===== src/rtl/la_pkg.sv =====
package la_pkg;

  localparam int LA_GROUP_W_DEF = 4;
  localparam int LA_GROUPS_DEF  = 4;

  typedef struct packed {
    logic gen;
    logic prop;
  } la_gp_t;

  function automatic logic la_sum_bit(input logic a, input logic b, input logic c);
    return a ^ b ^ c;
  endfunction

  function automatic logic la_bit_gen(input logic a, input logic b);
    return a & b;
  endfunction

  function automatic logic la_bit_prop(input logic a, input logic b);
    return a | b;
  endfunction

endpackage


===== src/rtl/la_lookahead.sv =====
module la_lookahead #(
  parameter int N = 4
) (
  input  logic [N-1:0] gen_i,
  input  logic [N-1:0] prop_i,
  input  logic         cin,
  output logic [N:0]   carry,
  output logic         blk_gen,
  output logic         blk_prop
);

  // Every carry is a flat OR of products: c[i+1] = OR_j (g[j] & p[j+1..i]) | (c0 & p[0..i])
  function automatic logic [N:0] carry_vec(input logic [N-1:0] g, input logic [N-1:0] p,
                                           input logic c0);
    logic [N:0] c;
    logic       prod;
    c    = '0;
    c[0] = c0;
    for (int i = 0; i < N; i++) begin
      for (int j = 0; j <= i; j++) begin
        prod = g[j];
        for (int k = j + 1; k <= i; k++) prod = prod & p[k];
        c[i+1] = c[i+1] | prod;
      end
      prod = c0;
      for (int k = 0; k <= i; k++) prod = prod & p[k];
      c[i+1] = c[i+1] | prod;
    end
    return c;
  endfunction

  function automatic logic blk_generate(input logic [N-1:0] g, input logic [N-1:0] p);
    logic r;
    logic prod;
    r = 1'b0;
    for (int j = 0; j < N; j++) begin
      prod = g[j];
      for (int k = j + 1; k < N; k++) prod = prod & p[k];
      r = r | prod;
    end
    return r;
  endfunction

  function automatic logic blk_propagate(input logic [N-1:0] p);
    return &p;
  endfunction

  assign carry    = carry_vec(gen_i, prop_i, cin);
  assign blk_gen  = blk_generate(gen_i, prop_i);
  assign blk_prop = blk_propagate(prop_i);

  always_comb begin
    // a generating block always carries out
    a_r4_gen_forces_carry: assert (!blk_gen || carry[N])
      else $error("block generate without carry out");
    // a propagating, non-generating block passes its carry-in through
    a_r3_prop_passes_cin: assert (!(blk_prop && !blk_gen) || (carry[N] == cin))
      else $error("propagate path does not pass carry-in");
    // a block that neither generates nor propagates kills the carry
    a_r2_kill_clears_carry: assert (blk_prop || blk_gen || !carry[N])
      else $error("killed block still carries out");
  end

endmodule


===== src/rtl/la_group.sv =====
module la_group
  import la_pkg::*;
#(
  parameter int W = la_pkg::LA_GROUP_W_DEF
) (
  input  logic [W-1:0] a,
  input  logic [W-1:0] b,
  input  logic         cin,
  output logic [W-1:0] sum,
  output la_gp_t       gp,
  output logic         cout
);

  logic [W-1:0] bit_g;
  logic [W-1:0] bit_p;
  logic [W:0]   c_int;
  logic         g_blk;
  logic         p_blk;

  for (genvar i = 0; i < W; i++) begin : g_bits
    assign bit_g[i] = la_bit_gen(a[i], b[i]);
    assign bit_p[i] = la_bit_prop(a[i], b[i]);
    assign sum[i]   = la_sum_bit(a[i], b[i], c_int[i]);
  end

  la_lookahead #(.N(W)) u_la (
    .gen_i   (bit_g),
    .prop_i  (bit_p),
    .cin     (cin),
    .carry   (c_int),
    .blk_gen (g_blk),
    .blk_prop(p_blk)
  );

  assign gp.gen  = g_blk;
  assign gp.prop = p_blk;
  assign cout    = c_int[W];

  always_comb begin
    // the group result matches a plain addition of its nibbles
    a_r6_group_sum: assert ({cout, sum} == ({1'b0, a} + {1'b0, b} + {{W{1'b0}}, cin}))
      else $error("group sum mismatch");
  end

endmodule


===== src/rtl/lookahead_adder.sv =====
module lookahead_adder
  import la_pkg::*;
#(
  parameter int GROUP_W = la_pkg::LA_GROUP_W_DEF,
  parameter int GROUPS  = la_pkg::LA_GROUPS_DEF,
  localparam int WIDTH  = GROUP_W * GROUPS
) (
  input  logic [WIDTH-1:0] op_a,
  input  logic [WIDTH-1:0] op_b,
  input  logic             carry_in,
  output logic [WIDTH-1:0] sum_out,
  output logic             carry_out
);

  la_gp_t [GROUPS-1:0] grp_gp;
  logic [GROUPS-1:0]   grp_g;
  logic [GROUPS-1:0]   grp_p;
  logic [GROUPS-1:0]   grp_cout;
  logic [GROUPS:0]     tree_c;
  logic                tree_gen;
  logic                tree_prop;

  for (genvar gi = 0; gi < GROUPS; gi++) begin : g_grp
    la_group #(.W(GROUP_W)) u_grp (
      .a   (op_a[gi*GROUP_W +: GROUP_W]),
      .b   (op_b[gi*GROUP_W +: GROUP_W]),
      .cin (tree_c[gi]),
      .sum (sum_out[gi*GROUP_W +: GROUP_W]),
      .gp  (grp_gp[gi]),
      .cout(grp_cout[gi])
    );
    assign grp_g[gi] = grp_gp[gi].gen;
    assign grp_p[gi] = grp_gp[gi].prop;

    always_comb begin
      // second-level carry agrees with the group's own internal carry-out
      a_r5_boundary_carry: assert (grp_cout[gi] == tree_c[gi+1])
        else $error("group boundary carry mismatch");
    end
  end

  la_lookahead #(.N(GROUPS)) u_tree (
    .gen_i   (grp_g),
    .prop_i  (grp_p),
    .cin     (carry_in),
    .carry   (tree_c),
    .blk_gen (tree_gen),
    .blk_prop(tree_prop)
  );

  assign carry_out = tree_c[GROUPS];

  always_comb begin
    // full-width sum
    a_r1_sum: assert (sum_out == WIDTH'({1'b0, op_a} + {1'b0, op_b} + {{WIDTH{1'b0}}, carry_in}))
      else $error("sum mismatch");
    // carry-out is bit WIDTH of the full result
    a_r2_carry_out: assert (carry_out == ((WIDTH+1)'({1'b0, op_a} + {1'b0, op_b}
                                           + {{WIDTH{1'b0}}, carry_in}) >> WIDTH))
      else $error("carry-out mismatch");
    // all groups propagating and none generating passes carry_in to the output
    a_r3_full_propagate: assert (!(tree_prop && !tree_gen) || (carry_out == carry_in))
      else $error("full propagate path broken");
    // whole-word generate forces carry_out
    a_r4_word_generate: assert (!tree_gen || carry_out)
      else $error("word generate without carry out");
  end

endmodule


===== config.mk =====
export PLATFORM = sky130hd
export DESIGN_NAME = lookahead_adder
export DESIGN_NICKNAME = d
export VERILOG_FILES = /design/src/rtl/la_pkg.sv /design/src/rtl/la_lookahead.sv /design/src/rtl/la_group.sv /design/src/rtl/lookahead_adder.sv
export SDC_FILE = /design/constraint.sdc
export NUM_CORES = 1
export LEC_CHECK = 0
export BUFFER_PORTS_ARGS = -buffer_cell sky130_fd_sc_hd__buf_4
export CAP_MARGIN = 10
export CORE_MARGIN = 1.5
export CORE_UTILIZATION = 54
export DETAILED_ROUTE_END_ITERATION = 10
export PLACE_DENSITY = 0.9
export SLEW_MARGIN = 40
export SYNTH_ARGS = -nofsm -noshare
export SYNTH_HDL_FRONTEND = slang
export SYNTH_SLANG_ARGS = --single-unit

===== constraint.sdc =====
create_clock -name vclk -period 3.7
set_input_delay 0.37 -clock vclk [all_inputs]
set_output_delay 0.37 -clock vclk [all_outputs]
set_load 0.005 [all_outputs]

# Word-level counts from Yosys, hierarchy flattened
# Cells that the tools add are included.
# totals
ff_bits,0
inputBits,33
# op_classes
reduce_logical,4
n_bitwise,156
# op_table
cell,n
$and A1 B1 Y1,62
$or A1 B1 Y1,62
$xor A1 B1 Y1,32
$reduce_and A4 Y1,4

# Longest topological paths before layout
# Gate-level depths: netlist (run 1).
# depth
depth_word,17
ltp_mapped,9
mapped_depth_nobuf,9

# Cells and area by module
# A second synthesis (run 1) with hierarchy kept.
# hier_totals
cells_unflattened,159
area_unflattened_um2,1118.6
# by_module_without_submodules
mod,seq_area_each_um2,area_per_inst_um2,instances,cells_per_inst
la_group,0.0,195.2,4,26
la_lookahead,0.0,67.6,5,11

# Worst setup path after synthesis (run 1)
# No wires, ideal clock.
# synth_path
path_kind,input to output
start,input port op_a[4]
end,output port sum_out[9]
n_path_buf,0
required_ns,3.330
slack_ns,1.467
arrival_time_ns,1.863
path_stages,8
cell_sequence,inv_1 ha_1 nor4_4 inv_1 a31oi_1 nor2_1 fa_1 xnor2_1
# synth_via
elab_chain_len,12
word_cells_on_any_way,16
classes_between,15 x bitwise; 1 x reduce/logical
# synth_lines
element,line_no,text
start: declaration,lookahead_adder.sv:8,"input logic [WIDTH-1:0] op_a,"
$and A1 B1 Y1,la_pkg.sv:16,return a & b;
$and A1 B1 Y1 (3 in series),la_lookahead.sv:38,for (int k = j + 1; k < N; k++) prod = prod & p[k];
$or A1 B1 Y1,la_lookahead.sv:39,r = r | prod;
$or A1 B1 Y1 (2 in series),--,
$or A1 B1 Y1,la_lookahead.sv:23,c[i+1] = c[i+1] | prod;
$or A1 B1 Y1 *,la_lookahead.sv:27,c[i+1] = c[i+1] | prod;
$and A1 B1 Y1 *,--,
$or A1 B1 Y1 *,la_lookahead.sv:27,
$xor A1 B1 Y1 *,la_pkg.sv:12,return a ^ b ^ c;
end: declaration,lookahead_adder.sv:11,"output logic [WIDTH-1:0] sum_out,"
# Mark *: on every way between the ends. The rest lies on a longest branch, timed or not.

# Worst setup path after layout (run 1)
# layout_path
start,input port op_a[5]
end,output port sum_out[12]
# layout_via
elab_chain_len,12
word_cells_on_any_way,20
classes_between,19 x bitwise; 1 x reduce/logical
# layout_lines
element,line_no,text
$or A1 B1 Y1,la_pkg.sv:20,return a | b;
$and A1 B1 Y1 (3 in series),la_lookahead.sv:38,
$or A1 B1 Y1,la_lookahead.sv:39,
$or A1 B1 Y1 (2 in series),--,
$and A1 B1 Y1,la_lookahead.sv:22,for (int k = j + 1; k <= i; k++) prod = prod & p[k];
$or A1 B1 Y1 (2 in series),la_lookahead.sv:23,
$or A1 B1 Y1 *,la_lookahead.sv:27,
$xor A1 B1 Y1 *,la_pkg.sv:12,
# Marked as above.

==> metrics.txt, run 1 <==
Final Hold Viols=0; # nets final=about 260; Synth top area share=36.0%; crit-path leading delay family=compound AO/OA/AOI/OAI gates; Hold-fix buffers, CTS=0; Final ANT Viol Nets=0; Max VDD drop=~0.099 mV; status=finished, final reports clean; WS Path Type=in2out; Layout fillers=about 140; Seq. cell area=0 µm²; Pwr Density=around 150 mW/mm²; CORE AREA=0.00194 mm²; Clock Buffer Count=0; Die X=approximately 48 µm; number of global-route vias before repair=1153; fin crit share=72.4%; min-delay worst type=in2out; leading area contributor after synthesis=ha_1; first-pass GRT wire length=around 4500 µm; Synth cell types=32; multi-input logic area=943 µm²; Crit-path slowest cell=o31ai_1; drt initial violations=2; HPWL Detailed=around 2300 µm; Post-CTS Setup Bufs=0; Overall Global Routing Usage=between 20% and 30%; I/O pin count=50; crit-path max cell delay=around 0.56 ns; synthesized instance count=141; post-route minimum period=2.68 ns; Worst setup SP type=primary input; worst path bufs/invs=4; maximum clock frequency=roughly 0.37 GHz; IO Port Bufs=50; sequential area share after synthesis=0%; CTS resizes=0; hold slack=approximately 1.1 ns; DRT Wirelength=around 2500 µm; Synthesis Warnings=0; # setup viols final=0; ANT cells=0; Max-Cap Viols=0; Req. time, crit path=around 3.3 ns; initial cell density of the core=a little under three fifths; Worst Setup End Kind=output pin; Area Growth Syn to Fin=36.8%; synth top area cells=ha_1 36%, inv_1 15%, fa_1 7.2%; RSZ-0062 raised after global routing=no; total vias in the final route=about 1100; Worst Path Max Fanout=4; syn avg cell area=7.89 µm²; drt pass-1 iters=4; Residual DRC=0; Pleak=slightly below 0.0009 µW; Die Area=0.00234 mm²; GRT overflow=0; Setup TNS Final=0 ns; worst-path cell chain=buf_4 > inv_1 > ha_1 > inv_1 > a21oi_2 > o31ai_1 > o21ai_0 > nand3_1 > fa_1 > buf_4; gpl congestion=0.788; Max-slew headroom=54.7%; layout cells sized above 1=about a third; number of cells on the critical path=10; vias per inst=5.02; Mapped Area=between 0.001 and 0.0015 mm²; DR WL/cell=between 10 and 15 µm; CP endpoint=sum_out[12]; Die Ht=48.4 µm; Worst Path Arrival=around 2.3 ns; CP Launch Point=op_a[5]; Mapped Nets=between 200 and 250; initial antenna violation count=0; Site Rows=16; Slew Limit Fails=0; seq_cells=0; largest net degree at the start of global routing=6; worst slew pin tran=between 0.6 and 0.7 ns
==> worst min-delay path by stage <==
stage / from / endpoint / slack (ns) / cells past startpoint
3_3_place_gp: op_b[12] / sum_out[12] / 1.09 / 3
4_1_cts: op_b[12] / sum_out[12] / 1.10 / 3
6_report: op_b[12] / sum_out[12] / 1.09 / 3
5_1_grt: op_b[12] / sum_out[12] / 1.13 / 3
2_1_floorplan: op_b[12] / sum_out[12] / 0.89 / 1
3_5_place_dp: op_b[12] / sum_out[12] / 1.10 / 3
==> logic make-up after synthesis <==
logic type      Yosys count  share of synthesized area, %
fa+ha+maj                36                          43.2
xor+xnor                 11                          8.66
compound gates           23                          18.1
buf+inv                  45                          15.2
simple gates             26                          14.8
==> cell type report <==
class                           instances  area share, %
Multi-Input combinational cell         96           62.0
Tap cell                               27           2.22
Timing Repair Buffer                   50           24.7
Inverter                               45           11.1
==> tightest hold or removal path, delay by kind of cell <==
family | cells | cell delay (ns)
fa+ha+maj | 1 | 0.15
buf+inv | 2 | 0.20
==> cell usage in the layout (no fill, tap or decap) <==
master,instances
a211oi_1,1
a21o_1,1
a21oi_1,3
a21oi_2,4
a21oi_4,1
a221o_2,1
a311oi_1,1
a311oi_2,1
a31oi_1,1
a41oi_2,1
and2b_2,1
and3_1,1
buf_4,50
fa_1,4
ha_1,32
inv_1,45
nand2_1,3
nand2b_1,2
nand3_1,2
nand4_1,1
nor2_1,9
nor2b_1,3
nor3_1,1
nor3_2,1
nor4_4,2
o21ai_0,1
o21ai_2,1
o21bai_1,2
o311a_1,1
o311ai_1,1
o31ai_1,2
xnor2_1,5
xor2_1,6
==> cell usage after synthesis <==
| library cell | number |
|---|---|
| a211oi_1 | 1 |
| a21o_1 | 1 |
| a21oi_1 | 3 |
| a21oi_2 | 4 |
| a21oi_4 | 1 |
| a221o_2 | 1 |
| a311oi_1 | 1 |
| a311oi_2 | 1 |
| a31oi_1 | 1 |
| a41oi_2 | 1 |
| and2b_2 | 1 |
| and3_1 | 1 |
| fa_1 | 4 |
| ha_1 | 32 |
| inv_1 | 45 |
| nand2_1 | 3 |
| nand2b_1 | 2 |
| nand3_1 | 2 |
| nand4_1 | 1 |
| nor2_1 | 9 |
| nor2b_1 | 3 |
| nor3_1 | 1 |
| nor3_2 | 1 |
| nor4_4 | 2 |
| o21ai_0 | 1 |
| o21ai_2 | 1 |
| o21bai_1 | 2 |
| o311a_1 | 1 |
| o311ai_1 | 1 |
| o31ai_1 | 2 |
| xnor2_1 | 5 |
| xor2_1 | 6 |
==> stage by stage <==
| stage | utilization (%) | instances | worst slack (ns) | instance area [µm²] | power, µW |
|---|---|---|---|---|---|
| after floorplan | - | 141 | 1.47 | 1110 | 121 |
| after global placement | 78.4 | 218 | 1.14 | 1520 | 220 |
| after detailed placement | 78.4 | 218 | 1.03 | 1520 | 231 |
| after CTS | 78.4 | 218 | 1.03 | 1520 | 232 |
| after global routing | 78.4 | 218 | 0.878 | 1520 | 257 |
| final | 78.4 | 218 | 1.02 | 1520 | 231 |
==> report_power, final <==
part           total [µW]  switching [µW]  internal (µW)
clock                   0               0              0
sequential              0               0              0
combinational         231             104            127
total                 231             104            127
==> per-layer routing <==
metal	vias up	global-route usage [%]	part of all wire (%)
met3	10	0.617	3.6
met2	37	50.5	59
met1	504	23.3	34
met5	-	0	0
met4	0	6.19	3.3
li1	544	-	-
No activity file was read; power rests on OpenSTA's default activity.
==> inputs of run 2 (changes only) <==
ABC_AREA = 1   (was default)
CORE_UTILIZATION = 50   (was 54)
PLACE_DENSITY = 0.84   (was 0.9)
clock period = 2.7 ns   (was 3.7 ns; I/O delays follow)
==> run 2 against run 1 <==
Routed wire length shrank 13%. Global-route usage shrank 4.1 points. Sequential share of layout area is the same. Area after synthesis shrank 0.79%. Setup slack lost 0.42 ns. Cell count grew 13%. Die area grew 6.7%. Largest cell class unchanged.
==> metrics.txt, run 2 <==
I/O pin count=50 (unchanged); Mapped Area=0.00110 mm² (-0.79%); Synth top area share=36.3% (+0.29 points); Worst Setup End Kind=output pin; gpl congestion=0.744 (-5.6%); design area=0.00151 mm² (-0.58%); end of the worst hold path=sum_out[12]; count leader, synth=inv_1; Die Area=0.00250 mm² (+6.7%); Final ANT Viol Nets=0 (unchanged); Req. time, crit path=2.43 ns (-0.90 ns); Mapped Nets=239 (+14%); Util after Layout=74.8% (-3.5 points); syn avg cell area=6.49 µm² (-18%); Hold Path Origin=op_b[12]; seq_cells=0 (unchanged); Setup TNS Final=0 ns (unchanged); Site Rows=16 (unchanged); Synth cell types=22 (-31%); Max-slew headroom=80.8% (+26 points); total power draw=296 µW (+29%); hold path cells=3 (unchanged); drt pass-1 iters=4 (unchanged); synth top area cells=ha_1 36%, inv_1 18%, nand2_1 9.2%; DR WL/cell=8.79 µm (-23%); Seq. cell area=0 µm² (unchanged); drt initial violations=4 (+2); Synthesis Warnings=0 (unchanged); commonest non-fill, non-tap cell in the layout=inv_1; initial cell density of the core=54.6% (-2.7 points); # nets final=291 (+11%); Overall Global Routing Usage=19.1% (-4.1 points); vias per inst=4.51 (-10%); HPWL Detailed=2130 µm (-8.0%); # setup viols final=0 (unchanged); multi-input logic area=875 µm² (-7.3%); maximum clock frequency=approximately 0.48 GHz; worst slew pin tran=0.286 ns (-0.388 ns); Layout fillers=180 (+26%); Worst setup SP type=primary input; Pleak=0.000999 µW (+13%); Max-Cap Viols=0 (unchanged); first-pass GRT wire length=3970 µm (-13%); leading area contributor after synthesis=ha_1; number of global-route vias before repair=1120 (-2.9%); min-delay worst type=in2out; Final Hold Viols=0 (unchanged); Die Ht=50.0 µm (+3.3%); Max VDD drop=0.118 mV (+19%); Clock Buffer Count=0 (unchanged); WS Path Type=in2out; top post-synthesis cells by count=53 x inv_1, 32 x ha_1, 27 x nand2_1, 11 x nand3_1, 8 x inv_2; initial antenna violation count=0 (unchanged); DRT Wirelength=2170 µm (-13%); Die X=50.0 µm (+3.3%); Hold-fix buffers, CTS=0 (unchanged); total vias in the final route=1114 (+1.7%); Residual DRC=0 (unchanged); status=finished, final reports clean; Slew Limit Fails=0 (unchanged); CTS resizes=0 (unchanged); largest net degree at the start of global routing=5 (-1); Pwr Density=196 mW/mm² (+29%); Worst Path Arrival=1.83 ns (-0.48 ns); ANT cells=0 (unchanged); most frequent cells in the layout=53 x inv_1, 50 x buf_4, 32 x ha_1, 27 x nand2_1, 11 x nand3_1; CORE AREA=0.00202 mm² (+4.1%); layout cells sized above 1=31.4% (-1.6 points); IO Port Bufs=50 (unchanged); Area Growth Syn to Fin=37.1%; synthesized instance count=170 (+21%); hold slack=0.897 ns (-0.197 ns); Post-CTS Setup Bufs=0 (unchanged); GRT overflow=0 (unchanged); post-route minimum period=2.10 ns; RSZ-0062 raised after global routing=no; Placed Area=0.00151 mm² (-0.58%); fin crit share=around 78%; Worst Path Max Fanout=3 (-1); sequential area share after synthesis=0% (unchanged)
## run 2: cell types whose count changed in the layout (fill, tap and decap cells not counted), sizes merged, moves of 3 or more
cell,delta
inv,+16
nand2,+29
nand3,+9
nor2b,-3
## run 2: cell type report
type	instances	share of cell area [%]
well taps	27	2.23
inverters	61	15.1
multi-input cells	109	57.8
repair buffers	50	24.8
## run 2: stage by stage
| step | cells | setup slack, ns |
|---|---|---|
| finish | 247 | 0.603 |
| global route | 247 | 0.452 |
| CTS | 247 | 0.588 |
| detailed placement | 247 | 0.592 |
| global placement | 247 | 0.628 |
| floorplan | 170 | 0.900 |
## run 2: power breakdown
part | switching, µW | total [µW] | internal (µW)
Combinational | 135 | 296 | 161
Sequential | 0 | 0 | 0
Clock | 0 | 0 | 0
## run 2: how the worst max path moves through the flow
stage | start | end | cells after the start | slack, ns
floorplan | op_a[4] | sum_out[9] | 9 | 0.90
global placement | op_a[4] | sum_out[13] | 12 | 0.63
detailed placement | op_a[2] | sum_out[9] | 12 | 0.59
CTS | op_a[2] | sum_out[9] | 12 | 0.59
global route | op_a[3] | sum_out[13] | 13 | 0.45
finish | op_a[8] | sum_out[13] | 13 | 0.60
## run 2: layer usage
layer  routed length, µm  global-route usage (%)  vias up  share of wire, %
met3                  97                   0.909        2               4.5
met1                 812                    18.7      494                37
met4                  13                   0.926        0              0.60
met2                1250                    43.2       31                58
li1                    -                       -      587                 -
met5                   0                       0        -                 0
## run 2: logic make-up (layout without fill, tap and decap cells)
kind of cell / after synthesis / in the layout / synth area share (%)
buffers and inverters: 61 / 111 / 20.7
AND/OR/NAND/NOR: 54 / 54 / 22.8
adder cells (fa/ha/maj): 36 / 36 / 43.5
AO/OA/AOI/OAI: 11 / 11 / 6.58
XOR/XNOR: 8 / 8 / 6.35
## run 2: worst max-delay path, stage by stage
cell	delay [ns]
buf_4	0.11
inv_1	0.09
ha_1	0.17
inv_2	0.04
nand2_1	0.08
nor2_1	0.07
nand3_1	0.08
nand2_1	0.05
nor2_1	0.11
nand2_2	0.08
fa_1	0.38
xor2_1	0.17
buf_4	0.13
==> inputs of run 3 (changes only) <==
clock period = 1.96 ns   (was 2.7 ns; I/O delays follow)
==> run 3 against run 2 <==
Setup slack worse by 0.57 ns. Core utilization up 12 points. Non-clock buffer count up 7. Cell area up 16%. Sequential share of layout area unchanged. Die area unchanged. Flip-flop and latch count unchanged. Total power up 68%. Global-route usage down 0.26 points. Critical path type unchanged. Largest cell class unchanged.
==> metrics.txt, run 3 (synthesis gave the netlist of run 2 again) <==
status=finished, final reports clean; Area Growth Syn to Fin=59.3%; initial cell density of the core=54.6% (unchanged); crit-path leading delay family=adder cells; Max-Cap Viols=0 (unchanged); maximum clock frequency=between 0.5 and 0.6 GHz; Req. time, crit path=1.76 ns (-0.67 ns); Seq. cell area=0 µm² (unchanged); gpl congestion=0.727 (-2.3%); Worst Setup End Kind=output pin; Clock Buffer Count=0 (unchanged); most frequent cells in the layout=53 x buf_4, 34 x inv_1, 23 x nand2_1, 21 x inv_2, 21 x ha_1; most used cell, CP=buf_4; min-delay worst type=in2out; Pwr Density=283 mW/mm² (+44%); Setup TNS Final=0 ns (unchanged); Cell Int Power=263 µW (+63%); worst-path cell chain=buf_4 > ha_2 > inv_1 > o21ai_2 > a21oi_2 > buf_4 > nand3_2 > inv_2 > fa_2 > inv_1 > buf_4; Die X=50.0 µm (unchanged); DR WL/cell=12.4 µm (+42%); Site Rows=16 (unchanged); Worst Path Max Fanout=2 (-1); WS Path Type=in2out; drt initial violations=22 (+18); CORE AREA=0.00202 mm² (unchanged); largest net degree at the start of global routing=5 (unchanged); layout cells sized above 1=52.9% (+21 points); Worst Path Arrival=1.73 ns (-0.10 ns); Crit-path slowest cell=fa_2; Pleak=0.00102 µW (+2.5%); Die Ht=50.0 µm (unchanged); # setup viols final=0 (unchanged); commonest non-fill, non-tap cell in the layout=buf_4; worst slew pin tran=0.302 ns (+0.0164 ns); Max-slew headroom=79.7% (-1.1 points); post-route minimum period=just under 2 ns; GRT overflow=0 (unchanged); IO Port Bufs=50 (unchanged); vias per inst=4.88 (+8.2%); # nets final=298 (+2.4%); seq_cells=0 (unchanged); switching fraction of total power=47.2% (+1.5 points); total vias in the final route=1239 (+11%); Final ANT Viol Nets=0 (unchanged); first-pass GRT wire length=3880 µm (-2.1%); initial antenna violation count=0 (unchanged); DRT Wirelength=3160 µm (+46%); Slew Limit Fails=0 (unchanged); worst path bufs/invs=6 (+2); Overall Global Routing Usage=18.9% (-0.26 points); P_sw=235 µW (+73%); Max VDD drop=0.205 mV (+74%); Worst setup SP type=primary input; I/O pin count=50 (unchanged); drt pass-1 iters=4 (unchanged); ANT cells=0 (unchanged); Final Hold Viols=0 (unchanged); sequential share of power=0% (unchanged); hold slack=0.778 ns (-0.119 ns); fin crit share=just under 100%; number of global-route vias before repair=1080 (-3.6%); RSZ-0062 raised after global routing=yes; HPWL Detailed=2180 µm (+2.5%); Layout fillers=108 (-40%); Die Area=0.00250 mm² (unchanged); logic gate share of total power=100.0% (about the same); crit-path max cell delay=0.51 ns (+0.13 ns); Residual DRC=0 (unchanged); Clk pwr share=0% (unchanged)
## run 3: cell count changes in the layout (fill, tap and decap cells not counted), moves of 4 or more
| cell | delta |
|---|---|
| inv_1 | -19 |
| inv_4 | +6 |
| nand2_1 | -4 |
| ha_1 | -11 |
| nand2_2 | +4 |
| buf_6 | +4 |
| inv_2 | +13 |
| ha_4 | +8 |
## run 3: area by class of cell
cell class / count / area (µm²) / area share, %
Timing Repair Buffer: 57 / 443 / 25.2
Multi-Input combinational cell: 109 / 1040 / 59.0
Inverter: 61 / 244 / 13.9
Tap cell: 27 / 33.8 / 1.92
## run 3: worst paths after layout
path | from | endpoint | slack (ns) | cells past startpoint
setup / recovery | op_a[4] | sum_out[8] | 0.03 | 11
hold / removal | op_b[12] | sum_out[12] | 0.78 | 3
## run 3: power groups by stage
stage	clock network [µW]	registers (µW)	logic [µW]
final	0	0	498
after floorplan	0	0	215
after global placement	0	0	403
after detailed placement	0	0	420
after CTS	0	0	426
after global routing	0	0	544
## run 3: stage by stage
step	total power, µW	utilization (%)	setup slack, ns	std cells	cell area [µm²]
finish	498	86.9	0.0307	254	1760
global route	544	86.9	-0.0755	254	1760
CTS	426	76.5	0.00971	250	1550
detailed placement	420	75.9	-0.0630	250	1540
global placement	403	75.9	0.0374	250	1540
floorplan	215	-	0.308	170	1100
## run 3: per-layer routing
metal  up-vias  GRT usage, %  part of all wire (%)
met5         -             0                     0
met4         0          1.85                   1.5
met3         6          1.21                   3.6
met2        49          42.1                    55
met1       575          18.3                    40
li1        609             -                     -
## run 3: what timing repair did
item,4_1_cts,5_1_grt
pin swaps,3,22
gates resized for setup,3,61
endpoints found under the setup margin,2,6
buffers inserted,0,4
hold buffers,0,0
